### src/rtl/evtmr_pkg.sv
package evtmr_pkg;
  localparam int REG_W  = 32;
  localparam int CNT_W  = 64;
  localparam int ADDR_W = 10;
  localparam int MAX_TMR = 32;

  localparam logic [ADDR_W-1:0] A_CTRL   = 10'd0;
  localparam logic [ADDR_W-1:0] A_CNT_LO = 10'd1;
  localparam logic [ADDR_W-1:0] A_CNT_HI = 10'd2;
  localparam logic [ADDR_W-1:0] A_STAT   = 10'd3;
  localparam logic [ADDR_W-1:0] A_TBASE  = 10'd16;

  localparam logic [2:0] O_CFG  = 3'd0;
  localparam logic [2:0] O_M_LO = 3'd1;
  localparam logic [2:0] O_M_HI = 3'd2;
  localparam logic [2:0] O_P_LO = 3'd3;
  localparam logic [2:0] O_P_HI = 3'd4;
endpackage

### src/rtl/evtmr_counter.sv
module evtmr_counter #(
  parameter int CNT_W = 64
) (
  input  logic             clk,
  input  logic             rst_n,
  input  logic             run_i,
  input  logic             ld_lo_i,
  input  logic             ld_hi_i,
  input  logic [CNT_W/2-1:0] ld_data_i,
  input  logic             snap_i,
  output logic [CNT_W-1:0] cnt_o,
  output logic [CNT_W/2-1:0] hi_snap_o
);
  localparam int HALF = CNT_W / 2;

  logic [CNT_W-1:0] cnt_q, cnt_n;
  logic [HALF-1:0]  hi_q, hi_n;

  always_comb begin
    cnt_n = cnt_q;
    if (run_i) begin
      cnt_n = cnt_q + 1'b1;
    end else begin
      if (ld_lo_i) cnt_n[HALF-1:0]     = ld_data_i;
      if (ld_hi_i) cnt_n[CNT_W-1:HALF] = ld_data_i;
    end
    hi_n = snap_i ? cnt_q[CNT_W-1:HALF] : hi_q;
  end

  always_ff @(posedge clk or negedge rst_n) begin
    if (!rst_n) begin
      cnt_q <= '0;
      hi_q  <= '0;
    end else begin
      cnt_q <= cnt_n;
      hi_q  <= hi_n;
    end
  end

  assign cnt_o     = cnt_q;
  assign hi_snap_o = hi_q;

  assert_cnt_step_R1: assert property (@(posedge clk) disable iff (!rst_n)
    run_i |=> cnt_q == $past(cnt_q) + 1'b1);
  assert_cnt_hold_R2: assert property (@(posedge clk) disable iff (!rst_n)
    (!run_i && !ld_lo_i && !ld_hi_i) |=> $stable(cnt_q));
  assert_hi_snap_R3: assert property (@(posedge clk) disable iff (!rst_n)
    snap_i |=> hi_q == $past(cnt_q[CNT_W-1:HALF]));
endmodule

### src/rtl/evtmr_channel.sv
module evtmr_channel #(
  parameter int CNT_W  = 64,
  parameter int REG_W  = 32,
  parameter bit PER_OK = 1'b1
) (
  input  logic             clk,
  input  logic             rst_n,
  input  logic             run_i,
  input  logic [CNT_W-1:0] cnt_i,
  input  logic [REG_W-1:0] wdata_i,
  input  logic             cfg_we_i,
  input  logic             m_lo_we_i,
  input  logic             m_hi_we_i,
  input  logic             p_lo_we_i,
  input  logic             p_hi_we_i,
  input  logic             clr_i,
  output logic             ien_o,
  output logic             per_o,
  output logic             stat_o,
  output logic [CNT_W-1:0] match_o,
  output logic [CNT_W-1:0] period_o
);
  localparam int HALF = CNT_W / 2;

  logic             ien_q, ien_n, per_q, per_n;
  logic             armed_q, armed_n, stat_q, stat_n;
  logic [CNT_W-1:0] match_q, match_n, period_q, period_n;
  logic             hit, m_we;

  assign m_we = m_lo_we_i | m_hi_we_i;
  assign hit  = run_i & armed_q & (cnt_i == match_q);

  always_comb begin
    ien_n    = ien_q;
    per_n    = per_q;
    match_n  = match_q;
    period_n = period_q;
    armed_n  = armed_q;
    if (cfg_we_i) begin
      ien_n = wdata_i[0];
      per_n = wdata_i[1] & PER_OK;
    end
    if (p_lo_we_i) period_n[HALF-1:0]     = wdata_i[HALF-1:0];
    if (p_hi_we_i) period_n[CNT_W-1:HALF] = wdata_i[HALF-1:0];
    if (m_we) begin
      if (m_lo_we_i) match_n[HALF-1:0]     = wdata_i[HALF-1:0];
      if (m_hi_we_i) match_n[CNT_W-1:HALF] = wdata_i[HALF-1:0];
      armed_n = 1'b1;
    end else if (hit) begin
      if (per_q) match_n = match_q + period_q;
      else       armed_n = 1'b0;
    end
    stat_n = hit | (stat_q & ~clr_i);
  end

  always_ff @(posedge clk or negedge rst_n) begin
    if (!rst_n) begin
      ien_q    <= 1'b0;
      per_q    <= 1'b0;
      armed_q  <= 1'b0;
      stat_q   <= 1'b0;
      match_q  <= '0;
      period_q <= '0;
    end else begin
      ien_q    <= ien_n;
      per_q    <= per_n;
      armed_q  <= armed_n;
      stat_q   <= stat_n;
      match_q  <= match_n;
      period_q <= period_n;
    end
  end

  assign ien_o    = ien_q;
  assign per_o    = per_q;
  assign stat_o   = stat_q;
  assign match_o  = match_q;
  assign period_o = period_q;

  assert_oneshot_disarm_R4: assert property (@(posedge clk) disable iff (!rst_n)
    (hit && !per_q && !m_we) |=> !armed_q);
  assert_sticky_R5: assert property (@(posedge clk) disable iff (!rst_n)
    $fell(stat_q) |-> $past(clr_i));
  assert_reload_R7: assert property (@(posedge clk) disable iff (!rst_n)
    (hit && per_q && !m_we) |=> match_q == $past(match_q) + $past(period_q));
  assert_quiet_stopped_R9: assert property (@(posedge clk) disable iff (!rst_n)
    !run_i |=> !$rose(stat_q));
  assert_rearm_R10: assert property (@(posedge clk) disable iff (!rst_n)
    m_we |=> armed_q);
endmodule

### src/rtl/evtmr_block.sv
module evtmr_block
  import evtmr_pkg::*;
#(
  parameter int          NUM_TMR = 4,
  parameter logic [31:0] PER_CAP = 32'h0000_0005
) (
  input  logic               clk,
  input  logic               rst_n,
  input  logic               bus_rd,
  input  logic               bus_wr,
  input  logic [ADDR_W-1:0]  bus_addr,
  input  logic [REG_W-1:0]   bus_wdata,
  output logic [REG_W-1:0]   bus_rdata,
  output logic [NUM_TMR-1:0] irq
);
  localparam int HALF = CNT_W / 2;

  logic               run_q, run_n;
  logic [REG_W-1:0]   rdata_q, rdata_n;
  logic [CNT_W-1:0]   cnt;
  logic [HALF-1:0]    hi_snap;
  logic [ADDR_W-1:0]  rel;
  logic               in_tregion;
  logic [2:0]         off;
  logic [NUM_TMR-1:0] tsel, ien_w, per_w, stat_w, clr_w;
  logic [CNT_W-1:0]   match_w  [NUM_TMR];
  logic [CNT_W-1:0]   period_w [NUM_TMR];

  assign rel        = bus_addr - A_TBASE;
  assign in_tregion = (bus_addr >= A_TBASE) && (rel[ADDR_W-1:8] == '0);
  assign off        = rel[2:0];
  assign clr_w      = (bus_wr && bus_addr == A_STAT) ? bus_wdata[NUM_TMR-1:0] : '0;

  evtmr_counter #(.CNT_W(CNT_W)) u_cnt (
    .clk       (clk),
    .rst_n     (rst_n),
    .run_i     (run_q),
    .ld_lo_i   (bus_wr && bus_addr == A_CNT_LO),
    .ld_hi_i   (bus_wr && bus_addr == A_CNT_HI),
    .ld_data_i (bus_wdata),
    .snap_i    (bus_rd && bus_addr == A_CNT_LO),
    .cnt_o     (cnt),
    .hi_snap_o (hi_snap)
  );

  for (genvar i = 0; i < NUM_TMR; i++) begin : g_tmr
    assign tsel[i] = in_tregion && (rel[7:3] == 5'(i));
    evtmr_channel #(.CNT_W(CNT_W), .REG_W(REG_W), .PER_OK(PER_CAP[i])) u_ch (
      .clk       (clk),
      .rst_n     (rst_n),
      .run_i     (run_q),
      .cnt_i     (cnt),
      .wdata_i   (bus_wdata),
      .cfg_we_i  (bus_wr && tsel[i] && off == O_CFG),
      .m_lo_we_i (bus_wr && tsel[i] && off == O_M_LO),
      .m_hi_we_i (bus_wr && tsel[i] && off == O_M_HI),
      .p_lo_we_i (bus_wr && tsel[i] && off == O_P_LO),
      .p_hi_we_i (bus_wr && tsel[i] && off == O_P_HI),
      .clr_i     (clr_w[i]),
      .ien_o     (ien_w[i]),
      .per_o     (per_w[i]),
      .stat_o    (stat_w[i]),
      .match_o   (match_w[i]),
      .period_o  (period_w[i])
    );
  end

  always_comb begin
    run_n = (bus_wr && bus_addr == A_CTRL) ? bus_wdata[0] : run_q;
    rdata_n = '0;
    if (bus_rd) begin
      case (bus_addr)
        A_CTRL:   rdata_n = {{(REG_W-1){1'b0}}, run_q};
        A_CNT_LO: rdata_n = cnt[HALF-1:0];
        A_CNT_HI: rdata_n = hi_snap;
        A_STAT:   rdata_n[NUM_TMR-1:0] = stat_w;
        default: begin
          for (int i = 0; i < NUM_TMR; i++) begin
            if (tsel[i]) begin
              case (off)
                O_CFG:   rdata_n = {{(REG_W-2){1'b0}}, per_w[i], ien_w[i]};
                O_M_LO:  rdata_n = match_w[i][HALF-1:0];
                O_M_HI:  rdata_n = match_w[i][CNT_W-1:HALF];
                O_P_LO:  rdata_n = period_w[i][HALF-1:0];
                O_P_HI:  rdata_n = period_w[i][CNT_W-1:HALF];
                default: rdata_n = '0;
              endcase
            end
          end
        end
      endcase
    end else begin
      rdata_n = rdata_q;
    end
  end

  always_ff @(posedge clk or negedge rst_n) begin
    if (!rst_n) begin
      run_q   <= 1'b0;
      rdata_q <= '0;
    end else begin
      run_q   <= run_n;
      rdata_q <= rdata_n;
    end
  end

  assign bus_rdata = rdata_q;
  assign irq       = stat_w & ien_w;

  assert_onehot_sel_R11: assert property (@(posedge clk) disable iff (!rst_n)
    $onehot0(tsel));
  assert_irq_enable_R6: assert property (@(posedge clk) disable iff (!rst_n)
    (bus_wr && bus_addr == A_STAT && bus_wdata[NUM_TMR-1:0] == stat_w && run_q == 1'b0) |=> irq == '0);
endmodule

### config.mk
export PLATFORM = sky130hd
export DESIGN_NAME = evtmr_block
export DESIGN_NICKNAME = d
export VERILOG_FILES = /design/src/rtl/evtmr_pkg.sv /design/src/rtl/evtmr_counter.sv /design/src/rtl/evtmr_channel.sv /design/src/rtl/evtmr_block.sv
export SDC_FILE = /design/constraint.sdc
export NUM_CORES = 2
export LEC_CHECK = 0
export ABC_CLOCK_PERIOD_IN_PS = 3600
export BUFFER_PORTS_ARGS = -buffer_cell sky130_fd_sc_hd__buf_2
export CORE_MARGIN = 2
export CORE_UTILIZATION = 45
export DETAILED_ROUTE_END_ITERATION = 8
export SYNTH_ARGS = -nofsm -noshare
export SYNTH_HDL_FRONTEND = slang
export SYNTH_HIERARCHICAL = 1
export SYNTH_SLANG_ARGS = --single-unit
export TNS_END_PERCENT = 50
### constraint.sdc
create_clock -name clk -period 3.6 [get_ports clk]
set_input_delay 0.72 -clock clk [delete_from_list [all_inputs] [get_ports clk]]
set_output_delay 0.72 -clock clk [all_outputs]
set_load 0.005 [all_outputs]
# Yosys cells after proc, flatten, opt, wreduce, memory -nomap -nowiden
# Cells that the tools add are included.
# totals
wordCells	186
out_inout_bits	36
register_bits	655
inputBits	46
# classes
n_lt_le_gt_ge	1
eq_ne	24
n_reduce_logical	57
n_mux	40
bitwise	25
add_sub_neg	4
# ops
operator	count
$pmux W32 S5	4
$mux W64	9
$mux W32	14
$eq A64 B64 Y1	4
$add A64 B64 Y64	2
$pmux W28 S3	1
$add A64 B1 Y64 const B	1
$logic_and A1 B1 Y1	34
$reduce_and A3 Y1	8
$eq A10 B2 Y1 const B	2
$ne A2 B1 Y1 const B	8
$pmux W4 S4	1
$reduce_bool A2 Y1	8
$and A1 B1 Y1	12
$eq A10 B1 Y1 const B	1
$eq A5 B2 Y1 const B	2
$ge A10 B5 Y1 const B	1
$logic_not A10 Y1	1
$mux W1	10
$sub A10 B5 Y10 const B	1
$or A1 B1 Y1	8
$eq A3 B2 Y1 const B	2
$eq A5 B1 Y1 const B	1
$logic_not A5 Y1	1
10 further kinds	15

# Depth between registers and ports, before layout
# logic_depth
depth_word	9
mapped_depth	17
mapped_depth_nobuf	13

# Modules after synthesis
# Netlist, hierarchy kept.
# by_module_without_submodules
mod	n_inst	area_each_um2	seq_area_each_um2	cells_each
evtmr_channel (g_tmr[0].u_ch ...)	2	10147.2	3303.2	1110
evtmr_channel (g_tmr[1].u_ch ...)	2	5571.6	3278.1	392
evtmr_block	1	7020.5	825.8	899
evtmr_counter	1	5435.2	2402.3	584

# Least setup slack after synthesis
# No wires, ideal clock.
# synth_path
kind	input-to-reg
start	input port bus_addr[4]
end	register g_tmr[0].u_ch.match_q[11]
cell_stages	12
slack_ns	-0.113
arrival_time_ns	3.588
t_required_ns	3.475
setup_time_ns	0.125
path_buffers	3
cell_sequence	buf_4 -> inv_1 -> ha_1 -> o311a_4 -> nor3_4 -> nand3_1 -> nor3_1 -> clkbuf_1 -> clkinv_1 -> a31oi_1 -> clkbuf_1 -> mux2_2
# synth_between
elab_chain_len	9
# synth_lines
element	line_no	source
start, declared	evtmr_block.sv:11	input logic [ADDR_W-1:0] bus_addr,
$sub A10 B5 Y10	evtmr_block.sv:29	assign rel = bus_addr - A_TBASE;
$logic_not A2 Y1	evtmr_block.sv:30	assign in_tregion = (bus_addr >= A_TBASE) && (rel[ADDR_W-1:8] == '0);
$logic_and A1 B1 Y1	evtmr_block.sv:30	
$logic_and A1 B1 Y1 (*)	evtmr_block.sv:47	assign tsel[i] = in_tregion && (rel[7:3] == 5'(i));
$logic_and A1 B1 Y1 (*)	evtmr_block.sv:55, evtmr_block.sv:56	
$logic_and A1 B1 Y1 (on tied branches)	evtmr_block.sv:55, evtmr_block.sv:56	
$or A1 B1 Y1	evtmr_channel.sv:30	assign m_we = m_lo_we_i | m_hi_we_i;
$ne A2 B1 Y1 (no line) or $reduce_bool A2 Y1 (tied branches)	n/a	
$reduce_and A3 Y1 (no line)	n/a	
end signal, assigned	evtmr_channel.sv:69	match_q <= match_n;
end, declared	evtmr_channel.sv:27	logic [CNT_W-1:0] match_q, match_n, period_q, period_n;
# Every way passes the cells marked *; elsewhere a longest branch is shown, timed or not.
# A chain may end at the register's enable or synchronous reset.

# Worst setup path after layout
# layout_path
start	register g_tmr[0].u_ch.period_q[0]
end	register g_tmr[0].u_ch.match_q[32]
# layout_between
elab_chain_len	4
# layout_lines
element	line_no	source
start, declared	evtmr_channel.sv:27	
start signal, assigned	evtmr_channel.sv:70	period_q <= period_n;
$add A64 B64 Y64	evtmr_channel.sv:50	if (per_q) match_n = match_q + period_q;
$mux W64	evtmr_channel.sv:50	
$mux W64	evtmr_channel.sv:49	end else if (hit) begin
$mux W64	evtmr_channel.sv:45	if (m_we) begin
# Every way passes these cells. The select of a mux whose other input is x is not followed.

==> out/results.tsv <==
metric	value	unit
status	finished, final reports clean	
power share of the sequential group	40.2	%
dpl hpwl	175000	um
total of max-cap violations	0	
WL/cell	37.3	um
initial core utilization	45.4	%
main area contributors after synthesis	dfrtp_1 37%, mux2_2 11%, ha_1 3.7%	
WP data required	4.15	ns
area of the multi-input gates	25900	sq um
Vert. Die Dim	316	um
FF-to-FF setup slack	0.11	ns
CTS tree	yes	
max incr delay on CP	0.43	ns
clock share of power	41.1	%
Die Footprint	100000	sq um
Tcrit/Tclk final	97.0	%
I/O pin cnt	82	
PnR worst setup slack	0.108	ns
clock buffer depth	3	
Pleak	24.0	nW
minimum hold slack	0.0460	ns
Final ANT Viol Nets	0	
FF+latch area	16400	sq um
first-pass GRT wire length	316000	um
FF+latch count, synth	655	
CP delay by family, top	compound AO/OA/AOI/OAI gates	
initial antenna violation count	18	
port bufs	81	
crit-path cells	ha_1 -> fa_2 -> a21o_1 -> a221o_2 -> o2111ai_4 -> a211oi_2 -> a221o_1 -> buf_4 -> a21oi_1 -> buf_4 -> o21ai_0 -> xor2_1 -> mux2i_1 -> o21ai_0	
RePlAce Congestion	1.07	
CP Max Fanout	3	
Logic pwr share	18.7	%
total gr overflow	0	
synth cell count leaders	655 x dfrtp_1, 419 x mux2_2, 297 x nand2_1, 290 x a21oi_1, 210 x o21ai_0	
# DRC	0	
largest net degree at the start of global routing	82	
relative slew slack	23.3	%
number of global-route vias before repair	40400	
grt peak-use layer	met2	
Post-Syn Area per Cell	9.78	sq um
Mapped Cells	4487	
switching share of power	33.3	%
Post-synth EDFFs	0	
Die W	316	um
Setup Skew	0.0351	ns
Final #Nets	4985	
clock sinks	655	
Total Wirelength	230000	um
count of final hold-check violations	0	
post-cts hold buffer count	0	
final slew viol count	0	
met1 track demand over resource	55.8	%
Final Critical Period	3.49	ns
WP data arrival	4.04	ns
Synth Flop Type	dfrtp_1	
Core Region	96700	sq um
count of final setup violators	0	
crit start category	flip-flop	
P per Cell Area	403	nW/um^2
post-synth top area share	37.3	%
Area after DPL	48600	sq um
worst setup path class	reg2reg	
Fmax	286	MHz
Root Buffer	clkbuf_16	
pre-CTS WS	-0.139	ns
cts bufs inserted	81	
Synth area leader	dfrtp_1	
Clock transition at path regs	0.06	ns
layout cells sized above 1	25.3	%
RSZ-0062 raised after global routing	yes	
Synthesized Nets	4664	
GRT Util Overall	45.2	%
Post-Syn Area	43900	sq um
Design Area, Final	51400	sq um
Net Sw Power	6.89	mW
vias after detailed routing	42000	
most numerous cell in the Yosys netlist	dfrtp_1	
Synth Warn #	6	
Core Rows	114	
initial DRC count	5551	
routing usage on met2	68.0	%
clk_lat worst skew	0.70	ns
Netlist cell types	117	
TNS Setup	0	ns
Area Growth Syn to Fin	17.1	%
Hold Path Class	in2async	
highest-delay cell along the critical path	a221o_2	
maximum vdd drop	0.350	mV
First-pass DRT Iterations	6	
Cell Int Power	13.8	mW
Fillers	8907	
Worst-Margin Slew	1.14	ns
Util after Layout	53.2	%
asr flop ratio synth	100	%
H-Tree Depth	3	
via density per instance	6.83	
Crit. End Element	flip-flop	
met3 usage	12.1	%
worst path bufs/invs	2	
Seq/Total Area, Yosys	37.3	%
==> registers in the layout, summed over array words and instances (netlist names), 4 cells and up <==
register             cells
u_cnt/cnt_o             64
g_tmr.u_ch/armed_q       4
g_tmr.u_ch/stat_o        4
u_cnt/hi_snap_o         32
g_tmr.u_ch/period_o    256
g_tmr.u_ch/match_o     256
bus_rdata               32
g_tmr.u_ch/ien_o         4
==> cell type report <==
class | instances | share of cell area, %
timing repair buffer | 537 | 8.60
sequential | 655 | 31.9
antenna | 4 | 0.0195
inverter | 99 | 0.723
tap | 1276 | 3.10
clock inverter | 27 | 0.718
multi-input combinational | 3434 | 50.4
clock buffer | 120 | 4.54
==> kinds of logic (layout without fill, tap and decap cells) <==
family / after synthesis / count (layout) / share of synthesized area (%)
AOI/OAI and AO/OA: 1334 / 1334 / 21.2
xor gates and xnor gates: 300 / 300 / 5.99
adders and majority gates: 131 / 131 / 3.77
buffers and inverters: 398 / 783 / 4.28
DFF: 655 / 655 / 37.3
muxes: 573 / 573 / 14.3
other: 2 / 6 / 0.0171
and+or+nand+nor: 1094 / 1094 / 13.1
==> power groups by stage <==
stage	Clock, mW	Combinational, mW	Sequential (mW)
global placement	0	3.71	8.40
floorplan	0	1.57	8.18
global route	8.82	3.94	8.30
CTS	8.54	3.71	8.27
finish	8.52	3.86	8.32
detailed placement	0	3.70	8.40
==> cells in the final DEF (no fill, tap or decap), types with 20 or more instances in the layout <==
master | netlist | routed
a211o_1 | 65 | 65
a211oi_1 | 101 | 100
a21o_1 | 71 | 71
a21oi_1 | 290 | 290
a22o_1 | 35 | 35
a22oi_1 | 115 | 115
a31oi_1 | 28 | 24
and2_1 | 20 | 20
and3_1 | 52 | 52
buf_12 | 0 | 45
buf_2 | 37 | 77
buf_4 | 29 | 412
clkbuf_1 | 154 | 23
clkbuf_16 | 0 | 81
dfrtp_1 | 655 | 652
ha_1 | 129 | 129
inv_1 | 95 | 94
mux2_2 | 419 | 419
mux2i_1 | 137 | 137
nand2_1 | 297 | 295
nand2b_1 | 69 | 69
nand3_1 | 70 | 70
nand4_1 | 77 | 77
nor2_1 | 198 | 185
nor2b_1 | 52 | 47
nor3_1 | 109 | 105
nor4_1 | 46 | 43
o2111ai_1 | 46 | 45
o211ai_1 | 41 | 41
o21a_1 | 33 | 33
o21ai_0 | 210 | 210
o221ai_1 | 24 | 23
o22ai_1 | 68 | 68
o31ai_1 | 34 | 34
xnor2_1 | 156 | 155
xor2_1 | 144 | 144
==> metal layers <==
layer | up-vias | part of all wire, % | routed length (um)
li1 | 17500 | - | -
met1 | 21000 | 37 | 86100
met2 | 2705 | 43 | 98600
met3 | 780 | 11 | 24200
met4 | 12 | 9.0 | 20700
met5 | - | 0.047 | 109
==> through the flow <==
stage               total power [mW]  instances
finish                          20.7       6152
global route                    21.1       6148
floorplan                       9.75       4487
detailed placement              12.1       5997
global placement                12.1       5997
CTS                             20.5       6144
==> what timing repair did <==
action                                  4_1_cts  5_1_grt
pin swaps                                     0        9
gates resized for setup                       3       16
setup buffers                                 0        4
endpoints found under the setup margin        4       21
==> path summary, 6_finish.rpt <==
kind,from,end,cells past startpoint
setup / recovery,g_tmr[0].u_ch/period_o[0],g_tmr[0].u_ch/match_o[32],14
hold / removal,rst_n,g_tmr[1].u_ch/period_o[48],1
setup reg to reg,g_tmr[0].u_ch/period_o[0],g_tmr[0].u_ch/match_o[32],14
hold reg to reg,g_tmr[1].u_ch/period_o[42],g_tmr[1].u_ch/period_o[42],1
max in group asynchronous,rst_n,g_tmr[0].u_ch/match_o[10],2
min in group clk,g_tmr[1].u_ch/period_o[42],g_tmr[1].u_ch/period_o[42],1
No activity file was read; power rests on OpenSTA's default activity.
